--- src/rtl/vend_pkg.sv ---
package vend_pkg;

  typedef struct packed {
    logic quarter;
    logic dime;
    logic nickel;
  } coin_t;

  function automatic int unsigned max3(int unsigned a, int unsigned b, int unsigned c);
    int unsigned m;
    m = (a > b) ? a : b;
    return (m > c) ? m : c;
  endfunction

  function automatic int unsigned wid(int unsigned v);
    return (v < 2) ? 1 : $clog2(v);
  endfunction

endpackage

--- src/rtl/vend_coin_decode.sv ---
module vend_coin_decode
  import vend_pkg::*;
#(
  parameter int unsigned NICKEL_UNITS  = 1,
  parameter int unsigned DIME_UNITS    = 2,
  parameter int unsigned QUARTER_UNITS = 5,
  parameter int unsigned SUM_W         = 4
) (
  input  coin_t            coin_i,
  output logic             valid_o,
  output logic [SUM_W-1:0] units_o
);

  // exactly one strobe qualifies; anything else is an invalid cycle
  always_comb begin
    valid_o = 1'b1;
    units_o = '0;
    unique case (coin_i)
      coin_t'{quarter: 1'b0, dime: 1'b0, nickel: 1'b1}: units_o = SUM_W'(NICKEL_UNITS);
      coin_t'{quarter: 1'b0, dime: 1'b1, nickel: 1'b0}: units_o = SUM_W'(DIME_UNITS);
      coin_t'{quarter: 1'b1, dime: 1'b0, nickel: 1'b0}: units_o = SUM_W'(QUARTER_UNITS);
      default: valid_o = 1'b0;
    endcase
  end

endmodule

--- src/rtl/vend_credit_calc.sv ---
module vend_credit_calc #(
  parameter int unsigned PRICE_UNITS = 9,
  parameter int unsigned CREDIT_W    = 4,
  parameter int unsigned SUM_W       = 4,
  parameter int unsigned CHANGE_W    = 3
) (
  input  logic [CREDIT_W-1:0] credit_i,
  input  logic                valid_i,
  input  logic [SUM_W-1:0]    units_i,
  output logic [CREDIT_W-1:0] credit_nxt_o,
  output logic                hit_o,
  output logic [CHANGE_W-1:0] change_nxt_o
);

  logic [SUM_W-1:0] sum;

  always_comb begin
    sum          = SUM_W'(credit_i) + units_i;
    hit_o        = valid_i && (sum >= SUM_W'(PRICE_UNITS));
    change_nxt_o = '0;
    credit_nxt_o = credit_i;
    if (hit_o) begin
      credit_nxt_o = '0;
      change_nxt_o = CHANGE_W'(sum - SUM_W'(PRICE_UNITS));
    end else if (valid_i) begin
      credit_nxt_o = CREDIT_W'(sum);
    end
  end

endmodule

--- src/rtl/vend_credit_store.sv ---
module vend_credit_store #(
  parameter int unsigned PRICE_UNITS = 9,
  parameter int unsigned CREDIT_W    = 4,
  parameter bit          ONE_HOT     = 1'b1
) (
  input  logic                clk_i,
  input  logic                rst_ni,
  input  logic [CREDIT_W-1:0] credit_d_i,
  output logic [CREDIT_W-1:0] credit_o
);

  if (ONE_HOT) begin : g_onehot
    logic [PRICE_UNITS-1:0] oh_q;

    always_ff @(posedge clk_i or negedge rst_ni) begin
      if (!rst_ni) oh_q <= PRICE_UNITS'(1);
      else         oh_q <= PRICE_UNITS'(1) << credit_d_i;
    end

    always_comb begin
      credit_o = '0;
      for (int i = 0; i < int'(PRICE_UNITS); i++) begin
        if (oh_q[i]) credit_o = credit_o | CREDIT_W'(i);
      end
    end
  end else begin : g_binary
    logic [CREDIT_W-1:0] bin_q;

    always_ff @(posedge clk_i or negedge rst_ni) begin
      if (!rst_ni) bin_q <= '0;
      else         bin_q <= credit_d_i;
    end

    assign credit_o = bin_q;
  end

endmodule

--- src/rtl/vend_ctrl.sv ---
module vend_ctrl
  import vend_pkg::*;
#(
  parameter int unsigned PRICE_UNITS   = 9,
  parameter int unsigned NICKEL_UNITS  = 1,
  parameter int unsigned DIME_UNITS    = 2,
  parameter int unsigned QUARTER_UNITS = 5,
  parameter bit          ONE_HOT       = 1'b1,
  localparam int unsigned MAX_COIN     = max3(NICKEL_UNITS, DIME_UNITS, QUARTER_UNITS),
  localparam int unsigned CREDIT_W     = wid(PRICE_UNITS),
  localparam int unsigned SUM_W        = wid(PRICE_UNITS + MAX_COIN),
  localparam int unsigned CHANGE_W     = wid(MAX_COIN)
) (
  input  logic                clk_i,
  input  logic                rst_ni,
  input  logic                nickel_i,
  input  logic                dime_i,
  input  logic                quarter_i,
  output logic                dispense_o,
  output logic [CHANGE_W-1:0] change_o,
  output logic [CREDIT_W-1:0] credit_o
);

  coin_t               coin;
  logic                coin_valid;
  logic [SUM_W-1:0]    coin_units;
  logic [CREDIT_W-1:0] credit_nxt;
  logic                hit;
  logic [CHANGE_W-1:0] change_nxt;
  logic                dispense_q;
  logic [CHANGE_W-1:0] change_q;

  assign coin = coin_t'{quarter: quarter_i, dime: dime_i, nickel: nickel_i};

  vend_coin_decode #(
    .NICKEL_UNITS (NICKEL_UNITS),
    .DIME_UNITS   (DIME_UNITS),
    .QUARTER_UNITS(QUARTER_UNITS),
    .SUM_W        (SUM_W)
  ) u_decode (
    .coin_i (coin),
    .valid_o(coin_valid),
    .units_o(coin_units)
  );

  vend_credit_calc #(
    .PRICE_UNITS(PRICE_UNITS),
    .CREDIT_W   (CREDIT_W),
    .SUM_W      (SUM_W),
    .CHANGE_W   (CHANGE_W)
  ) u_calc (
    .credit_i    (credit_o),
    .valid_i     (coin_valid),
    .units_i     (coin_units),
    .credit_nxt_o(credit_nxt),
    .hit_o       (hit),
    .change_nxt_o(change_nxt)
  );

  vend_credit_store #(
    .PRICE_UNITS(PRICE_UNITS),
    .CREDIT_W   (CREDIT_W),
    .ONE_HOT    (ONE_HOT)
  ) u_store (
    .clk_i     (clk_i),
    .rst_ni    (rst_ni),
    .credit_d_i(credit_nxt),
    .credit_o  (credit_o)
  );

  always_ff @(posedge clk_i or negedge rst_ni) begin
    if (!rst_ni) begin
      dispense_q <= 1'b0;
      change_q   <= '0;
    end else begin
      dispense_q <= hit;
      change_q   <= change_nxt;
    end
  end

  assign dispense_o = dispense_q;
  assign change_o   = change_q;

endmodule

--- config.mk ---
export PLATFORM = sky130hd
export DESIGN_NAME = vend_ctrl
export DESIGN_NICKNAME = d
export VERILOG_FILES = /design/src/rtl/vend_pkg.sv /design/src/rtl/vend_coin_decode.sv /design/src/rtl/vend_credit_calc.sv /design/src/rtl/vend_credit_store.sv /design/src/rtl/vend_ctrl.sv
export SDC_FILE = /design/constraint.sdc
export NUM_CORES = 1
export LEC_CHECK = 0
export BUFFER_PORTS_ARGS = -buffer_cell sky130_fd_sc_hd__clkbuf_2
export CELL_PAD_IN_SITES_DETAIL_PLACEMENT = 1
export CELL_PAD_IN_SITES_GLOBAL_PLACEMENT = 2
export CORE_MARGIN = 2
export CORE_UTILIZATION = 39
export CTS_BUF_LIST = sky130_fd_sc_hd__clkbuf_4
export CTS_CLUSTER_DIAMETER = 100
export CTS_CLUSTER_SIZE = 16
export DETAILED_ROUTE_END_ITERATION = 8
export HOLD_SLACK_MARGIN = 0.1
export MAX_ROUTING_LAYER = met4
export PLACE_DENSITY_LB_ADDON = 0.1
export SLEW_MARGIN = 20
export SYNTH_ARGS = -nofsm -noshare
export SYNTH_HDL_FRONTEND = slang
export SYNTH_HIERARCHICAL = 1
export SYNTH_SLANG_ARGS = --single-unit
--- constraint.sdc ---
create_clock -name clk_i -period 6.7 [get_ports clk_i]
set_clock_uncertainty 0.05 [all_clocks]
set_input_delay 0 -clock clk_i [delete_from_list [all_inputs] [get_ports clk_i]]
set_output_delay 0 -clock clk_i [all_outputs]
set_load 0.05 [all_outputs]
-- After elaboration in Yosys (flattened, before gate mapping)
Cells that the tools add are included.
- register bits: 13
- output and inout bits: 8
- reduce and logical (&&, ||, !) cells: 2
- $add $sub $neg: 2
- shifts and indexed selects: 1
- muxes and demuxes: 13
- equality and inequality tests: 3
- magnitude comparators: 1
- operators by type and width (cell ; number):
    $mux W3 ; 5
    $mux W4 ; 3
    $pmux W3 S3 ; 1
    $shl A1 B4 Y9 const A ; 1
    $add A4 B3 Y4 ; 1
    $ge A4 B4 Y1 const B ; 1
    $mux W2 ; 2
    $eq A3 B1 Y1 const B ; 1
    $eq A3 B2 Y1 const B ; 1
    $eq A3 B3 Y1 const B ; 1
    $reduce_or A3 Y1 ; 1
    $sub A3 B1 Y3 const B ; 1
    $mux W1 ; 2
    $logic_and A1 B1 Y1 ; 1

-- Longest topological paths before layout
- word-level depth: 13
- gate-level depth with buffers: 11

-- By module
Netlist, hierarchy kept.
- by module, submodules not included (module ; instances ; area each (um^2) ; sequential area each (um^2) ; cells each):
    vend_credit_store ; 1 ; 312.8 ; 200.2 ; 20
    vend_credit_calc ; 1 ; 310.3 ; 0.0 ; 40
    vend_ctrl ; 1 ; 100.1 ; 100.1 ; 4
    vend_coin_decode ; 1 ; 51.3 ; 0.0 ; 7

-- Least setup slack after synthesis
OpenSTA, ideal clock, no wires.
- kind: reg2reg
- from: register u_store.g_onehot.oh_q[7]
- to: register u_store.g_onehot.oh_q[4]
- setup time: 0.106 ns
- data arrival time: 3.205 ns
- stages on the path, launching flop included: 10
- setup slack: 3.340 ns
- buffers on the path: 0
- cells stage by stage: dfrtp_1 or4_1 ha_1 inv_1 fa_1 ha_1 nor2b_1 and3_2 a221o_1 nor4b_1
- cells in the longest elaborated chain, start to end: 7
- elaborated cells on any way between the ends: 8
- ends and longest elaborated chain (item ; RTL line ; source):
    start, declared ; vend_credit_store.sv:13 ; logic [PRICE_UNITS-1:0] oh_q;
    start signal, assigned ; vend_credit_store.sv:17 ; else oh_q <= PRICE_UNITS'(1) << credit_d_i;
    $mux W3 * ; vend_credit_store.sv:23 ; if (oh_q[i]) credit_o = credit_o | CREDIT_W'(i);
    $mux W4 * ; vend_credit_store.sv:23 ;
    via credit_o[0] ; vend_ctrl.sv:21 ; output logic [CREDIT_W-1:0] credit_o
    $add A4 B3 Y4 * ; vend_credit_calc.sv:18 ; sum = SUM_W'(credit_i) + units_i;
    $ge A4 B4 Y1 ; vend_credit_calc.sv:19 ; hit_o = valid_i && (sum >= SUM_W'(PRICE_UNITS));
    $logic_and A1 B1 Y1 ; vend_credit_calc.sv:19 ;
    $mux W4 * ; vend_credit_calc.sv:22 ; if (hit_o) begin
    via credit_nxt[3] ; vend_ctrl.sv:27 ; logic [CREDIT_W-1:0] credit_nxt;
    $shl A1 B4 Y9 * ; vend_credit_store.sv:17 ;
The timed path passes the listed nets; every way through them passes the cells marked *.

-- Worst setup path after layout
- from: register u_store.g_onehot.oh_q[7]
- to: register u_store.g_onehot.oh_q[2]
- cells in the longest elaborated chain, start to end: 7
- elaborated cells on any way between the ends: 8
- ends and longest elaborated chain (item ; RTL line):
    $mux W3 * ; vend_credit_store.sv:23
    $mux W4 * ; vend_credit_store.sv:23
    $add A4 B3 Y4 ; vend_credit_calc.sv:18
    $ge A4 B4 Y1 ; vend_credit_calc.sv:19
    $logic_and A1 B1 Y1 ; vend_credit_calc.sv:19
    $mux W4 * ; vend_credit_calc.sv:22
    via credit_nxt[1] ; vend_ctrl.sv:27
    $shl A1 B4 Y9 * ; vend_credit_store.sv:17
Marks and branches as above.

==> summary.txt <==
Detailed routing
  – Via density: 5.230
  – Routed Antenna Nets: 0
  – DRT Pass-1 Iters: 4
  – DR WL/cell: 14.70 um
  – WL final: 1661 um
  – Total number of vias: 591
  – DR DRC count: 0
  – Initial DRC count: 4

Hold path
  – Hold Crit Class: in -> reg

Logic synthesis
  – Cells after Synth: 71
  – Mapped Nets: 82
  – Synth Register Bits: 12
  – Top cells by area, synth: dfrtp_1 39%, ha_1 8.1%, and4bb_2 4.8%, nor4b_1 4.5%, inv_1 2.9%
  – Seq/Total Area, Yosys: 38.77%
  – Top_reg_cell synth: dfrtp_1
  – Async S/R FF share, synth: 100.0%
  – Count leader, synth: dfrtp_1
  – Synth top area share: 38.77%
  – Post-Syn Area: 774.5 um^2
  – Number of synthesized flops with an enable pin: 0
  – Synth area leader: dfrtp_1
  – Top post-synthesis cells by count: 12 x dfrtp_1, 6 x inv_1, 5 x ha_1
  – Warnings from Yosys: 6
  – Netlist cell types: 36
  – Synth Area per Inst: 10.91 um^2

Placed design
  – RD Place Congestion: 0.7475
  – DP Wirelength: 1210 um
  – Setup Slack @ Placement: 3.410 ns
  – PortBufs: 12
  – Placed Area: 849.6 um^2

Clock network
  – CTS tree: done
  – # clock sinks: 12
  – Setup Buffers After CTS: 0
  – Max Root-Sink Buffers: 2
  – Total CTS buffers: 3
  – Worst-Skew Late Latency: 0.27 ns
  – CTS H-tree depth: 1
  – Clock transition at path regs: 0.07 ns
  – Root buf cell: clkbuf_4

Final layout
  – Filler instances: 234
  – Diodes inserted: 0
  – Area of the multi-input gates: 432.9 um^2
  – Final instance area: 895.9 um^2
  – Register area: 300.3 um^2
  – Area grow syn2layout: 15.67%
  – Fraction of layout cells with a size suffix above 1: 26.74%
  – Fin nets: 98

Critical path
  – Crit-path max FO: 8
  – Worst setup SP type: flip-flop
  – CP max-delay cell: or4_1
  – Cell Chain, Critical Path: or4_1 > ha_1 > inv_1 > fa_1 > ha_1 > nor2b_1 > nand2_2 > a31oi_1 > nor4b_1
  – CP Capture Type: flip-flop
  – Slowest stage delay, CP: 0.58 ns
  – CP dominant cell by count: ha_1
  – Crit-path leading delay family: simple AND/OR/NAND/NOR gates
  – Crit path DAT: 3.46 ns
  – Critical Path RT: 6.81 ns
  – Buf/Inv on CP: 1
  – Critical path class: reg -> reg

Floorplan
  – Die W: 48.57 um
  – Placeable Area: 1922 um^2
  – Top Ports: 13
  – Row count: 16
  – Initial Util: 40.30%
  – Die area: 2359 um^2
  – Die Ht: 48.57 um

GRT
  – Gr ovfl total: 0
  – Overall Global Routing Usage: 16.64%
  – First-pass GRT wire length: 2904 um
  – Initial antenna violation count: 0
  – Vias in the first global route: 633
  – Largest net degree at the start of global routing: 13

Job
  – MaxCap Viol Count: 0

Timing
  – Fmax: 298.6 MHz
  – Post-layout minimum cycle time: 3.349 ns
  – # setup viols final: 0
  – Setup ws final: 3.351 ns
  – Max Slew Vio Count: 0
  – Normalized max-slew margin: 47.23%
  – Final Hold Vio Count: 0
  – Setup TNS: 0 ns
  – RSZ-0062 raised after global routing: no
  – Final Cycle Share: 49.99%
  – Worst Max-Slew Pin Slew: 0.7848 ns

Status
  – Run status: completed
==> tightest hold or removal path, delay by kind of cell <==
kind	cells	cell delay [ns]
compound gates	1	0.26
buf+inv	1	0.11
simple gates	1	0.23
==> cell type report <==
cell class,count,area share (%)
repair buffers,14,8.939
clock buffers,3,2.514
well taps,27,3.771
inverters,6,2.514
clock inverters,1,0.4190
multi-input cells,50,48.32
flip-flops and latches,12,33.52
==> sequential cells by signal, summed over array words and instances, names as in the netlist <==
name and flops:
change_o 3, dispense_o 1, u_store/g_onehot.oh_q 8
==> stage by stage <==
step                utilization, %  hold WS [ns]  cells
CTS                          46.61        0.3167    113
global placement             44.21       -0.1564    107
finish                       46.61        0.3189    113
floorplan                        -       -0.3456     71
detailed placement           44.21       -0.1564    107
global route                 46.61        0.3866    113
==> routing by layer <==
metal	wire (um)	vias up	global-route usage, %
met3	39	2	4.938
li1	-	292	-
met5	0	-	-
met1	764	289	19.57
met2	848	8	28.01
met4	9	0	4.286
==> cell usage in the layout (no fill, tap or decap), drive strengths merged, types with 2 or more instances in the layout <==
cell	n
or4	3
dlygate4sd3	2
and4b	2
clkbuf	15
and4bb	3
and3	4
dfrtp	12
nand2	3
nor4b	4
o21ai	2
a21oi	2
a31oi	2
nand3	2
ha	5
nor3b	2
inv	6
==> repair_timing <==
action / CTS / global route
hold buffers: 2 / 0
resized for setup: 0 / 0
endpoints found under the hold margin: 12 / 0
setup endpoints to repair: 0 / 0
==> cells by family after synthesis <==
group | Yosys count | share of synthesized area, %
flip-flops | 12 | 38.77
XOR/XNOR | 3 | 5.170
other | 1 | 0.4842
buffers and inverters | 9 | 5.330
AND/OR/NAND/NOR | 30 | 30.37
adder cells (fa/ha/maj) | 6 | 10.66
AO/OA/AOI/OAI | 9 | 7.916
multiplexers | 1 | 1.292
==> path summary, 6_finish.rpt <==
| check | startpoint | to | slack (ns) | cells past startpoint |
|---|---|---|---|---|
| min in group asynchronous | rst_ni | change_o[2] | 0.72 | 3 |
| max in group asynchronous | rst_ni | u_store/g_onehot.oh_q[6] | 5.52 | 3 |
| setup reg to reg | u_store/g_onehot.oh_q[7] | u_store/g_onehot.oh_q[2] | 3.35 | 9 |
| setup / recovery | u_store/g_onehot.oh_q[7] | u_store/g_onehot.oh_q[2] | 3.35 | 9 |
| hold / removal | dime_i | change_o[2] | 0.32 | 3 |
| hold reg to reg | u_store/g_onehot.oh_q[8] | u_store/g_onehot.oh_q[4] | 0.80 | 2 |
Power is left out: the tool's default activity adds up to more than one toggle a clock period on the data nets, which glitch-free logic cannot reach.
